`src/rtl/vic_fiq_pkg.sv`:
```
package vic_fiq_pkg;
  // Status word: encoded number shifted to form a 4-byte jump table offset
  localparam int unsigned OFFSET_SHIFT = 2;

  function automatic int unsigned code_width(input int unsigned n_src);
    return $clog2(n_src + 1);
  endfunction
endpackage

```
`src/rtl/vic_fiq_regs.sv`:
```
module vic_fiq_regs #(
  parameter int unsigned NUM_SRC = 64,
  parameter int unsigned WORD_W  = 32,
  parameter int unsigned ADDR_W  = 3
) (
  input  logic               clk,
  input  logic               rst,
  input  logic               wr_en,
  input  logic [ADDR_W-1:0]  addr,
  input  logic [WORD_W-1:0]  wdata,
  input  logic [WORD_W-1:0]  status_word,
  output logic [NUM_SRC-1:0] en_vec,
  output logic [NUM_SRC-1:0] steer_vec,
  output logic [WORD_W-1:0]  errpri,
  output logic [WORD_W-1:0]  rdata
);
  localparam int unsigned NWORDS    = NUM_SRC / WORD_W;
  localparam int unsigned ERR_ADDR  = 2 * NWORDS;
  localparam int unsigned STAT_ADDR = 2 * NWORDS + 1;

  always_ff @(posedge clk) begin
    if (rst) begin
      en_vec    <= '0;
      steer_vec <= '0;
      errpri    <= '0;
    end else if (wr_en) begin
      for (int w = 0; w < NWORDS; w++) begin
        if (addr == ADDR_W'(w))          en_vec[w*WORD_W +: WORD_W]    <= wdata;
        if (addr == ADDR_W'(NWORDS + w)) steer_vec[w*WORD_W +: WORD_W] <= wdata;
      end
      if (addr == ADDR_W'(ERR_ADDR)) errpri <= wdata;
    end
  end

  always_ff @(posedge clk) begin
    if (rst) begin
      rdata <= '0;
    end else begin
      rdata <= '0;
      for (int w = 0; w < NWORDS; w++) begin
        if (addr == ADDR_W'(w))          rdata <= en_vec[w*WORD_W +: WORD_W];
        if (addr == ADDR_W'(NWORDS + w)) rdata <= steer_vec[w*WORD_W +: WORD_W];
      end
      if (addr == ADDR_W'(ERR_ADDR))  rdata <= errpri;
      if (addr == ADDR_W'(STAT_ADDR)) rdata <= status_word;
    end
  end
endmodule

```
`src/rtl/vic_fiq_qualify.sv`:
```
module vic_fiq_qualify #(
  parameter int unsigned NUM_SRC = 64,
  parameter int unsigned WORD_W  = 32
) (
  input  logic               clk,
  input  logic               rst,
  input  logic [NUM_SRC-1:0] irq_req,
  input  logic [NUM_SRC-1:0] en_vec,
  input  logic [NUM_SRC-1:0] steer_vec,
  input  logic [WORD_W-1:0]  errpri,
  output logic [NUM_SRC-1:0] pend_vec,
  output logic [NUM_SRC-1:0] prom_vec
);
  localparam int unsigned PROMO_BASE = NUM_SRC - WORD_W;

  logic [NUM_SRC-1:0] req_q;
  logic [NUM_SRC-1:0] promo_mask;

  always_ff @(posedge clk) begin
    if (rst) req_q <= '0;
    else     req_q <= irq_req;
  end

  generate
    if (PROMO_BASE > 0) begin : g_split
      assign promo_mask = {errpri, {PROMO_BASE{1'b0}}};
    end else begin : g_full
      assign promo_mask = errpri[NUM_SRC-1:0];
    end
  endgenerate

  assign pend_vec = req_q & en_vec & steer_vec;
  assign prom_vec = pend_vec & promo_mask;
endmodule

```
`src/rtl/vic_fiq_pick.sv`:
```
module vic_fiq_pick #(
  parameter int unsigned N     = 64,
  parameter int unsigned IDX_W = 6
) (
  input  logic [N-1:0]     vec,
  output logic             found,
  output logic [IDX_W-1:0] idx
);
  always_comb begin
    found = 1'b0;
    idx   = '0;
    for (int i = N - 1; i >= 0; i--) begin
      if (vec[i]) begin
        found = 1'b1;
        idx   = IDX_W'(i);
      end
    end
  end
endmodule

```
`src/rtl/vic_fiq_encode.sv`:
```
module vic_fiq_encode
  import vic_fiq_pkg::*;
#(
  parameter int unsigned NUM_SRC = 64,
  parameter int unsigned WORD_W  = 32
) (
  input  logic               clk,
  input  logic               rst,
  input  logic [NUM_SRC-1:0] pend_vec,
  input  logic [NUM_SRC-1:0] prom_vec,
  output logic [WORD_W-1:0]  status_word
);
  localparam int unsigned CODE_W = code_width(NUM_SRC);
  localparam int unsigned IDX_W  = $clog2(NUM_SRC);
  localparam int unsigned TOP_W  = WORD_W - CODE_W - OFFSET_SHIFT;

  logic             pend_found, prom_found;
  logic [IDX_W-1:0] pend_idx, prom_idx, win_idx;
  logic [CODE_W-1:0] code;

  vic_fiq_pick #(.N(NUM_SRC), .IDX_W(IDX_W)) u_pick_all (
    .vec(pend_vec), .found(pend_found), .idx(pend_idx)
  );

  vic_fiq_pick #(.N(NUM_SRC), .IDX_W(IDX_W)) u_pick_prom (
    .vec(prom_vec), .found(prom_found), .idx(prom_idx)
  );

  always_comb begin
    win_idx = prom_found ? prom_idx : pend_idx;
    code    = pend_found ? (CODE_W'(win_idx) + CODE_W'(1)) : '0;
  end

  always_ff @(posedge clk) begin
    if (rst) status_word <= '0;
    else     status_word <= {{TOP_W{1'b0}}, code, {OFFSET_SHIFT{1'b0}}};
  end
endmodule

```
`src/rtl/vic_fiq_encoder.sv`:
```
module vic_fiq_encoder #(
  parameter int unsigned NUM_SRC = 64,
  parameter int unsigned WORD_W  = 32,
  parameter int unsigned ADDR_W  = 3
) (
  input  logic               clk,
  input  logic               rst,
  input  logic [NUM_SRC-1:0] irq_req,
  input  logic               reg_we,
  input  logic [ADDR_W-1:0]  reg_addr,
  input  logic [WORD_W-1:0]  reg_wdata,
  output logic [WORD_W-1:0]  reg_rdata,
  output logic [WORD_W-1:0]  fiq_status
);
  logic [NUM_SRC-1:0] en_vec, steer_vec, pend_vec, prom_vec;
  logic [WORD_W-1:0]  errpri;

  vic_fiq_regs #(.NUM_SRC(NUM_SRC), .WORD_W(WORD_W), .ADDR_W(ADDR_W)) u_regs (
    .clk(clk), .rst(rst), .wr_en(reg_we), .addr(reg_addr), .wdata(reg_wdata),
    .status_word(fiq_status), .en_vec(en_vec), .steer_vec(steer_vec),
    .errpri(errpri), .rdata(reg_rdata)
  );

  vic_fiq_qualify #(.NUM_SRC(NUM_SRC), .WORD_W(WORD_W)) u_qual (
    .clk(clk), .rst(rst), .irq_req(irq_req), .en_vec(en_vec),
    .steer_vec(steer_vec), .errpri(errpri),
    .pend_vec(pend_vec), .prom_vec(prom_vec)
  );

  vic_fiq_encode #(.NUM_SRC(NUM_SRC), .WORD_W(WORD_W)) u_enc (
    .clk(clk), .rst(rst), .pend_vec(pend_vec), .prom_vec(prom_vec),
    .status_word(fiq_status)
  );
endmodule

```
`config.mk`:
```
export PLATFORM = sky130hd
export DESIGN_NAME = vic_fiq_encoder
export DESIGN_NICKNAME = d
export VERILOG_FILES = /design/src/rtl/vic_fiq_pkg.sv /design/src/rtl/vic_fiq_regs.sv /design/src/rtl/vic_fiq_qualify.sv /design/src/rtl/vic_fiq_pick.sv /design/src/rtl/vic_fiq_encode.sv /design/src/rtl/vic_fiq_encoder.sv
export SDC_FILE = /design/constraint.sdc
export NUM_CORES = 1
export LEC_CHECK = 0
export BUFFER_PORTS_ARGS = -buffer_cell sky130_fd_sc_hd__buf_4
export CORE_UTILIZATION = 35
export CTS_CLUSTER_DIAMETER = 200
export DETAILED_ROUTE_END_ITERATION = 8
export PLACE_DENSITY_LB_ADDON = 0.12
export SYNTH_ARGS = -nofsm -noshare
export SYNTH_HDL_FRONTEND = slang
export SYNTH_HIERARCHICAL = 1
export SYNTH_SLANG_ARGS = --single-unit
```
`constraint.sdc`:
```
create_clock -name clk -period 3.3 [get_ports clk]
set_input_delay 0.165 -clock clk [delete_from_list [all_inputs] [get_ports clk]]
set_output_delay 0.165 -clock clk [all_outputs]
set_load 0.02 [all_outputs]
```
# After elaboration in Yosys (flattened, before gate mapping)
# Index checks and enable logic that the tools add are counted.
# W data, S select, Z words.
totals:
  regBits: 288
  in_bits: 102
  wordCells: 289
op_classes:
  addsub: 1
  eq_ne: 5
  n_mux: 263
  bitwise_logic: 4
  reduce_logical: 7
op_table:
  columns: ["cell", "n"]
  rows:
  - ["$mux W6", 129]
  - ["$and A64 B64 Y64", 3]
  - ["$mux W32", 6]
  - ["$mux W1", 128]
  - ["$reduce_and A2 Y1", 5]
  - ["$add A6 B1 Y7 const B", 1]
  - ["$eq A3 B2 Y1 const B", 2]
  - ["$eq A3 B3 Y1 const B", 2]
  - ["$eq A3 B1 Y1 const B", 1]
  - ["$logic_not A3 Y1", 1]
  - ["$reduce_or A2 Y1", 1]
  - ["$not A1 Y1", 1]

# Depth between registers and ports, before layout
depth:
  ltp_word: 69
  mapped_depth: 11

# Hierarchy
# Netlist, hierarchy kept.
modules_own_cells:
  columns: ["module", "n_inst", "cells_each", "area_per_inst_um2", "seq_area_each_um2"]
  rows:
  - ["vic_fiq_regs", 1, 1000, 8045.2, 3843.7]
  - ["vic_fiq_qualify", 1, 264, 2842.7, 1281.2]
  - ["vic_fiq_pick", 2, 140, 763.2, 0.0]
  - ["vic_fiq_encode", 1, 67, 594.3, 140.1]

# Least setup slack after synthesis
# Ideal clock, no wire load.
synth_path:
  kind: "flip-flop to flip-flop"
  start: "register u_regs.errpri[24]"
  end: "register u_enc.status_word[6]"
  arrival_ns: 2.473
  required_time_ns: 3.185
  setup_slack_ns: 0.712
  stages_incl_launch_ff: 12
  n_path_buf: 1
  synth_period_minus_slack_ns: 2.588
  cell_sequence: "dfxtp_1 -> and4_1 -> or4_4 -> nor2b_1 -> nand3_1 -> nor2_1 -> nand2_1 -> buf_6 -> mux2_2 -> ha_1 -> o2111ai_1 -> a21bo_2"
synth_via:
  elab_chain_len: 60
  elab_cells_between_ends: 117
synth_rtl:
  columns: ["item", "line_no", "text"]
  rows:
  - ["start: declaration", "vic_fiq_regs.sv:14", "output logic [WORD_W-1:0] errpri,"]
  - ["start signal: assignment", "vic_fiq_regs.sv:31", "if (addr == ADDR_W'(ERR_ADDR)) errpri <= wdata;"]
  - ["$and A64 B64 Y64", "vic_fiq_qualify.sv:33", "assign prom_vec = pend_vec & promo_mask;"]
  - ["via prom_vec[56]", "vic_fiq_encoder.sv:15", "logic [NUM_SRC-1:0] en_vec, steer_vec, pend_vec, prom_vec;"]
  - ["$mux W1 (57 in series)", "vic_fiq_pick.sv:13", "if (vec[i]) begin"]
  - ["via u_enc.prom_found", "vic_fiq_encode.sv:17", "logic pend_found, prom_found;"]
  - ["$mux W6", "vic_fiq_encode.sv:30", "win_idx = prom_found ? prom_idx : pend_idx;"]
  - ["$add A6 B1 Y7", "vic_fiq_encode.sv:31", "code = pend_found ? (CODE_W'(win_idx) + CODE_W'(1)) : '0;"]
  - ["end signal: assignment", "vic_fiq_encode.sv:36", "else status_word <= {{TOP_W{1'b0}}, code, {OFFSET_SHIFT{1'b0}}};"]
  - ["end: declaration", "vic_fiq_encode.sv:11", "output logic [WORD_W-1:0] status_word"]
# The timed path passes the listed nets, and every way through them passes these cells.
# A chain may end at the register's enable or synchronous reset.

# Worst setup path in the final report
layout_path:
  start: "register u_regs.steer_vec[55]"
  end: "register u_enc.status_word[6]"
layout_via:
  elab_chain_len: 60
  elab_cells_between_ends: 230
layout_rtl:
  columns: ["item", "line_no", "text"]
  rows:
  - ["start: declaration", "vic_fiq_regs.sv:13", "output logic [NUM_SRC-1:0] steer_vec,"]
  - ["start signal: indexed assignment", "vic_fiq_regs.sv:29", "if (addr == ADDR_W'(NWORDS + w)) steer_vec[w*WORD_W +: WORD_W] <= wdata;"]
  - ["$and A64 B64 Y64", "vic_fiq_qualify.sv:32", "assign pend_vec = req_q & en_vec & steer_vec;"]
  - ["$and A64 B64 Y64", "vic_fiq_qualify.sv:33", null]
  - ["via prom_vec[55]", "vic_fiq_encoder.sv:15", null]
  - ["$mux W6 (56 in series)", "vic_fiq_pick.sv:13", null]
  - ["via u_enc.prom_idx[1]", "vic_fiq_encode.sv:18", "logic [IDX_W-1:0] pend_idx, prom_idx, win_idx;"]
  - ["$mux W6", "vic_fiq_encode.sv:30", null]
  - ["$add A6 B1 Y7", "vic_fiq_encode.sv:31", null]
# The timed path passes the listed nets, and every way through them passes these cells.

==> flow_results.org <==
** Critical path
- Sort of element at the start of the critical path :: register
- Of all nets on the critical path, the largest fanout is 4.
- Levels on crit path :: 13
- The largest single stage delay on the critical path is 0.35 ns.
- CP top delay family :: compound AO/OA/AOI/OAI gates
- At the worst endpoint, the arrival time is 3.36 ns.
- Cells along the critical path :: and4_1, nor2_1, o311ai_1, buf_4, a311oi_1, o311ai_1, buf_4, a41oi_1, a21oi_1, mux2_2, ha_1, o2111ai_1, a21bo_2
- The worst setup path is of the reg -> reg kind.
- Worst reg-to-reg path cell count :: 13
- The critical path contains buffers and inverters numbering 2 combined.
- Worst-path cell with the longest stage delay :: a311oi_1
- STA classifies the critical path endpoint as a register.
- At the worst endpoint, the required time is 3.75 ns.

** Floorplan
- The initialized floorplan defines 70 standard-cell rows.
- Die Footprint :: 37900 µm²
- I/O Pins :: 166
- The initial utilization of the core area, before any placement, comes to 35.5%.
- Measured along the y axis, the die boundary spans 195 µm.
- The die is 195 µm wide.
- The core region is 36600 µm².

** Routing
- The routed layout has 12.0k vias.
- Initial DRC Count :: 744
- Vias/cell :: 5.23
- For this run, design rule violations remaining after detail routing come to 0.
- Routed wire length per instance :: 20.1 µm
- 1st-pass router iterations :: 5
- Summed over all layers, the routed wires come to 46.2 mm.
- Number of routed nets with antenna violations :: 0

** Place
- During placement, the flow inserted port buffers numbering 140.
- Worst Setup Slack post-DPL :: 0.421 ns
- Half-perimeter wire length of the detailed placement result :: 31.3 mm
- Routability-driven placement finished with a final weighted congestion of 0.941.
- Summing all placed instances gives a cell area of 14100 µm².

** Finish
- Fin area :: 16100 µm²
- 0 antenna diodes ended up in the layout.
- The library cell used most frequently in the layout, excluding fill and tap cells, is nand2_1.
- Total Nets Final :: 1910
- Growth of design area from synthesis to finish :: 23.8%
- Commonest non-fill, non-tap cells in the layout :: 370 x nand2_1, 263 x dfxtp_1, 188 x a21oi_1
- Ratio of cells with drive above 1 in the final layout :: 16.6%

** Synth
- Post-synthesis register bit count :: 263
- EDFF count, synth :: 0
- The number of different library cells used by synthesis comes to 70.
- Among all flip-flop cells after synthesis, the most frequent one is dfxtp_1.
- The average instance in the mapped netlist occupies 8.07 µm².
- Yosys printed 6 warnings.
- After technology mapping, the gate count stands at 1611.
- Cell area after technology mapping :: 13000 µm²
- Share of synthesized area occupied by flip-flops and latches :: 40.5%
- Fraction of registers with async set or reset after synthesis :: 0%

** STA
- Worst-case setup margin in the final layout :: 0.384 ns
- Static timing analysis puts the maximum clock frequency at 343 MHz.
- Final Slew Violations :: 0
- Setup repair after global routing left no endpoint under its margin.
- For the pin with the worst max-slew slack, the measured transition is 1.11 ns.
- Worst Clk Skew :: 0.0197 ns
- Minimum clock period :: 2.92 ns
- The worst path uses 88.4% of the clock period.
- Sum of negative setup slack :: 0 ns
- In this run the tightest slew margin relative to its limit is 26.0%.
- Setup violations remaining at the end of the flow were counted as 0.
- The final-report hold violation count is 0.

** Clocking
- The tree is rooted in a clkbuf_16.
- Postcts setup bufs :: 0
- Post-CTS clock slew at the launch and capture registers of the worst setup and hold paths :: 0.06 ns
- CTS sink count :: 263
- At the later pin of the worst-skew pair, clock insertion delay measures 0.57 ns.
- TritonCTS built the clock tree.
- H-Tree Level Count :: 1
- The clock passes through at most 3 buffers.
- After clock tree synthesis, the repair step resized 0 gates.
- Buffers inserted during clock tree synthesis total 30.

** GRT
- The first global-routing pass estimated 69.4 mm of wire.
- The number of global-route vias before repair came to 11.7k.
- Global routing finished with a remaining overflow of 0.
- The number of antenna violations at the first check in global routing came to 0.
- Entering global routing, the biggest net connects 96 pins.
- Global routing used 23.8% of the available tracks across all layers.

** Run status
- Outcome :: finished, final reports clean

** Power and ir drop
- Power per cell area :: 462 nW/µm²
- Highest ir drop seen on vdd :: 336 µV
- The design draws 7440 µW.
- Static Leakage :: 0.00638 µW

** Run
- Max-cap violations in this run came to 0.

** Hold path
- Cell depth of the worst min-delay path :: 2
- The tightest min-delay check is of the in -> reg type.
[kinds of logic after synthesis]
| family | share of synthesized area (%) |
|---|---|
| adders and majority gates | 0.0962 |
| DFF | 40.5 |
| AOI/OAI and AO/OA | 17.8 |
| and+or+nand+nor | 29.0 |
| other | 0.0577 |
| xor gates and xnor gates | 0.0673 |
| muxes | 3.21 |
| buffers and inverters | 9.35 |
[worst paths after layout]
kind | startpoint | to | slack [ns]
worst min register to register | u_regs/steer_vec[16] | u_regs/steer_vec[16] | 0.46
worst min-delay path | rst | u_qual/req_q[36] | 0.07
worst max-delay path | u_regs/steer_vec[55] | u_enc/status_word[6] | 0.38
worst max register to register | u_regs/steer_vec[55] | u_enc/status_word[6] | 0.38
[report_power, final]
part | total, µW | switching (µW) | internal [µW]
combinational | 710 | 405 | 305
sequential | 3330 | 52.5 | 3270
clock | 3400 | 1340 | 2060
[cells in the mapped netlist (all sizes together) (8+ instances only)]
master	n	area, µm²
nand2	370	1390
dfxtp	263	5270
a21oi	188	941
buf	116	860
nor2	95	362
nor2b	71	594
and3	69	433
inv	56	210
clkbuf	39	146
a311oi	35	338
mux2i	35	350
and4	34	298
o21bai	33	248
o32a	31	310
nor4	30	188
o21ai	26	134
nor3	22	110
nand3	10	50.1
or4	8	82.6
[worst reg2reg max path, cell delays in order, from the launching register on]
cell,delay [ns]
dfxtp_1,0.33
and4_1,0.28
nor2_1,0.16
o311ai_1,0.11
buf_4,0.14
a311oi_1,0.35
o311ai_1,0.13
buf_4,0.15
a41oi_1,0.19
a21oi_1,0.11
mux2_2,0.27
ha_1,0.25
o2111ai_1,0.09
a21bo_2,0.24
[flip-flops by register name (all words and copies together), names as in the netlist]
signal	flops
u_enc/status_word	7
u_qual/req_q	64
u_regs/en_vec	64
u_regs/errpri	32
u_regs/rdata	32
u_regs/steer_vec	64
[routing by layer]
layer | GRT usage [%] | up-vias | wire [µm]
met5 | 0 | - | 0
met1 | 32.4 | 5738 | 21600
met4 | 5.25 | 0 | 862
met3 | 2.90 | 70 | 1970
li1 | - | 5891 | -
met2 | 40.1 | 301 | 21700
[final cells by class]
cell class | instances | area [µm²]
Clock inverter | 6 | 83.8
Sequential cell | 263 | 5270
Multi-Input combinational cell | 1192 | 6770
Tap cell | 468 | 586
Timing Repair Buffer | 264 | 2270
Clock buffer | 47 | 926
Inverter | 56 | 210
Fill cell | 3727 | 20500
[through the flow]
stage,instances,hold slack (ns),util (%)
2_1_floorplan,1666,0.293,-
3_3_place_gp,2147,0.376,38.6
3_5_place_dp,2147,0.380,38.6
4_1_cts,2296,0.0660,44.0
5_1_grt,2296,0.0927,44.0
6_report,2296,0.0735,44.0
[timing repair]
| item | in CTS | in global routing |
|---|---|---|
| hold buffers | 96 | 0 |
| setup endpoints to repair | 0 | 0 |
| endpoints found under the hold margin | 224 | 0 |
No activity file was read; power rests on OpenSTA's default activity.
